--- src/rtl/addsub_flag.sv ---
module addsub_flag #(
  parameter int W = 8
) (
  input  logic [W-1:0] a,
  input  logic [W-1:0] b,
  input  logic         sub,
  output logic [W-1:0] sum,
  output logic         cb
);

  logic [W-1:0] b_eff;
  logic [W:0]   c;

  assign b_eff = b ^ {W{sub}};
  assign c[0]  = sub;

  for (genvar i = 0; i < W; i++) begin : g_bit
    logic p;
    assign p        = a[i] ^ b_eff[i];
    assign sum[i]   = p ^ c[i];
    assign c[i+1]   = (a[i] & b_eff[i]) | (p & c[i]);
  end

  assign cb = c[W] ^ sub;

endmodule

--- config.mk ---
export PLATFORM = sky130hd
export DESIGN_NAME = addsub_flag
export DESIGN_NICKNAME = d
export VERILOG_FILES = /design/src/rtl/addsub_flag.sv
export SDC_FILE = /design/constraint.sdc
export NUM_CORES = 1
export LEC_CHECK = 0
export BUFFER_PORTS_ARGS = -buffer_cell sky130_fd_sc_hd__buf_2
export CORE_AREA = 2 2 39 41
export DETAILED_ROUTE_END_ITERATION = 7
export DIE_AREA = 0 0 41 43
export PLACE_DENSITY = 0.5
export REMOVE_ABC_BUFFERS = 1
export SETUP_SLACK_MARGIN = 0.5
export SYNTH_ARGS = -nofsm -noshare
export SYNTH_HDL_FRONTEND = slang
export SYNTH_SLANG_ARGS = --single-unit
--- constraint.sdc ---
create_clock -name vclk -period 4.05
set_input_delay 0.2025 -clock vclk [all_inputs]
set_output_delay 0.2025 -clock vclk [all_outputs]
set_load 0.1 [all_outputs]
# Yosys cells after proc, flatten, opt, wreduce, memory -nomap -nowiden
# Index checks and enable logic that the tools add are counted.
# Widths: inputs -> output; s select.
[totals]
in_bits = 17
regBits = 0
[op_classes]
bitwise_logic = 42
[ops]
columns = ["operator", "n"]
rows = [
  ["$xor 1x1->1", 17],
  ["$and 1x1->1", 16],
  ["$or 1x1->1", 8],
  ["$xor 8x8->8", 1],
]

# Logic depth before layout (Yosys ltp)
[depth]
ltp_word = 19
mapped_depth = 10
mapped_depth_nobuf = 9

# Worst setup path after synthesis
# Ideal clock, no wire load.
[synth_timing]
kind = "input to output"
startpoint = "in sub"
endpoint = "out cb"
arrival_time_ns = 4.724
path_stages = 10
path_buffers = 1
path_slack_ns = -0.876
path_cell_list = "buf_6 xnor2_1 fa_1 fa_1 fa_1 fa_1 fa_1 fa_1 fa_1 xnor2_1"
[synth_via]
elab_chain_cells = 19
word_cells_on_any_way = 34
classes_between = "34 x bitwise"
[synth_rtl]
columns = ["element", "line", "source"]
rows = [
  ["start, declared", "6", "input logic sub,"],
  ["$xor 8x8->8", "14", "assign b_eff = b ^ {W{sub}};"],
  ["$xor 1x1->1", "19", "assign p = a[i] ^ b_eff[i];"],
  ["$and 1x1->1", "21", "assign c[i+1] = (a[i] & b_eff[i]) | (p & c[i]);"],
  ["$or 1x1->1", "21", ""],
  ["$and 1x1->1", "21", ""],
  ["$or 1x1->1", "21", ""],
  ["$and 1x1->1", "21", ""],
  ["$or 1x1->1", "21", ""],
  ["[... 3 more ...]", "--", ""],
  ["$or 1x1->1", "21", ""],
  ["$and 1x1->1", "21", ""],
  ["$or 1x1->1", "21", ""],
  ["$and 1x1->1", "21", ""],
  ["$or 1x1->1", "21", ""],
  ["$and 1x1->1", "21", ""],
  ["$or 1x1->1", "21", ""],
  ["$xor 1x1->1 (*)", "24", "assign cb = c[W] ^ sub;"],
  ["end, declared", "8", "output logic cb"],
]
# Every way passes the cells marked *; elsewhere a longest branch is shown, timed or not.

# Final worst setup path
# Same ends and word-level chain as after synthesis.

==> results.md <==
* Largest net degree at the start of global routing at 5
* Switch share at 76.1%
* Nets@finish at 85
* Sequential share of power at 0%
* Worst setup path class: input port to output pin
* First-pass DRT Iterations at 2
* Netlist Area Pre-Place at 293 sq um
* Status: finished clean
* Syn Area/Cell at 9.15 sq um
* Busiest grt layer: met2
* Maxcap violations at 0
* Vias at approximately 290
* Static Leak at 0.289 nW
* Seq/Total Area, Yosys at 0%
* Vias/cell at ~3.8
* Hold path start: a[0]
* Max-slew violations at 0
* Clock share of power at 0%
* Layout cells sized above 1 at 64.4%
* Fill count at 158
* VDD IR max at 0.000197 V
* Vias in the first global route at 292
* Fin. Hold Viols at 0
* Critical path startpoint category: input port
* RePlAce Congestion at 0.570
* Net Switching at roughly 220 uW
* Die area at 1760 sq um
* Total negative setup slack at 0 ns
* Grt ovf at 0
* GR Util met1 at approximately a tenth
* Initial antenna violation count at 0
* Gate count of the mapped netlist at 32
* Die Ht at 43 um
* Unrepaired setup endpoints after global routing: true
* Comb pwr share at 100.0%
* Avg WL per Cell at approximately 9.5 um
* Ports at 26
* Most common cell after layout, fill and taps aside: buf_2
* Post-synthesis xor/xnor area fraction at a little over a quarter
* Multi-input logic area at 273 sq um
* Ys Warns at 0
* Period utilisation layout at 88.2%
* Multiplexer share of the synthesized area at 3.42%
* Worst-Margin Slew at 0.492 ns
* Clock buffer count at 0
* Critical path capture point type: output pin
* PwrDens at 523 nW/um^2
* DRC at 0
* Critical Path RT at 3.85 ns
* Simple-gate share of the synthesized area at 0%
* Netlist cell types at 6
* Highest clock rate at 280 MHz
* Site row count at 14
* Crit path max fanout at 3
* Total GRT Usage at ~8.6%
* Worst Path Arrival at about 3.4 ns
* Synth Area in Compound Gates at 0%
* M3 GR Usage at 0%
* Die width at 41 um
* Adder-Cell Fraction of Synth Area at between 40% and 50%
* Initial Utilization at 21.2%
* Worst hold path class: input port to output pin
* DRT antenna net count at 0
* Most frequent cells in the layout: 22 x buf_2, 13 x inv_1, 7 x fa_2
* Seq_cells at 0
* Tmin final at 3.57 ns
* Largest family of logic cells by synthesized area: adder cells
* Wirelength, routed at 711 um
* Hold Slack at between 0.8 and 0.9 ns
* Initial DRC count at 1
* Worst slew margin at 67.4%
* Met2 usage at 17.2%
* First-pass GRT wire length at 1080 um
* Core area at roughly 1400 sq um
* Cell-internal power at between 60 and 70 uW
* Antenna Diode Count at 0
* Hpwl dp at 551 um
* CP startpoint: sub
* P&R area growth vs syn at 85.0%
* Register area at 0 sq um
* Port bufs at 26
* Final Setup Violations at 0
-- worst max-delay path: stages --
cell and delay [ns]:
buf_12 0.11, xnor2_4 0.13, fa_2 0.36, fa_2 0.35, fa_2 0.34, fa_2 0.34, fa_2 0.36, fa_2 0.36
fa_2 0.41, xnor2_2 0.19, buf_12 0.20
-- stage by stage --
stage | cell area [sq um] | instances | total power, mW | utilization, % | setup slack [ns]
CTS | 542 | 75 | 0.285 | 39.2 | 0.453
finish | 542 | 75 | 0.283 | 39.2 | 0.476
global route | 542 | 75 | 0.297 | 39.2 | 0.388
floorplan | 282 | 31 | 0.212 | - | -0.737
global placement | 469 | 74 | 0.269 | 33.9 | 0.116
detailed placement | 469 | 74 | 0.271 | 33.9 | 0.0872
-- per-layer routing --
layer | up-vias | routed length [um] | part of all wire (%)
met5 | - | 0 | 0
met4 | 0 | 0 | 0
met3 | 0 | 88 | 12
met2 | 20 | 383 | 54
met1 | 129 | 239 | 34
li1 | 136 | - | -
-- power by group through the flow --
stage	Combinational (mW)	Clock, mW	Sequential, mW
global route	0.297	0	0
finish	0.283	0	0
detailed placement	0.271	0	0
CTS	0.285	0	0
global placement	0.269	0	0
floorplan	0.212	0	0
-- Yosys cell counts, drive strengths merged --
cell / number / area share (%)
fa: 7 / 48
buf: 1 / 3.8
xor2: 1 / 3.0
mux2i: 1 / 3.4
inv: 14 / 18
xnor2: 8 / 24
-- cells by family (layout without fill, tap and decap cells) --
kind of cell,Yosys count,count (layout)
buffers and inverters,15,42
xor gates and xnor gates,9,9
adders and majority gates,7,7
muxes,1,1
-- final cells by class --
| cell class | count | share of cell area, % |
|---|---|---|
| inverters | 14 | 9.70 |
| repair buffers | 28 | 36.3 |
| multi-input cells | 17 | 50.3 |
| well taps | 16 | 3.70 |
-- path summary, 6_finish.rpt --
kind | end | depth (start not counted) | slack (ns)
max | cb | 11 | 0.48
min | sum[0] | 3 | 0.84
-- what timing repair did --
action,4_1_cts,5_1_grt
pin swaps,2,1
resized for setup,17,0
gates cloned,0,0
setup buffers,1,0
endpoints found under the setup margin,3,2
hold buffers,0,0
(Power assumes the default switching activity.)
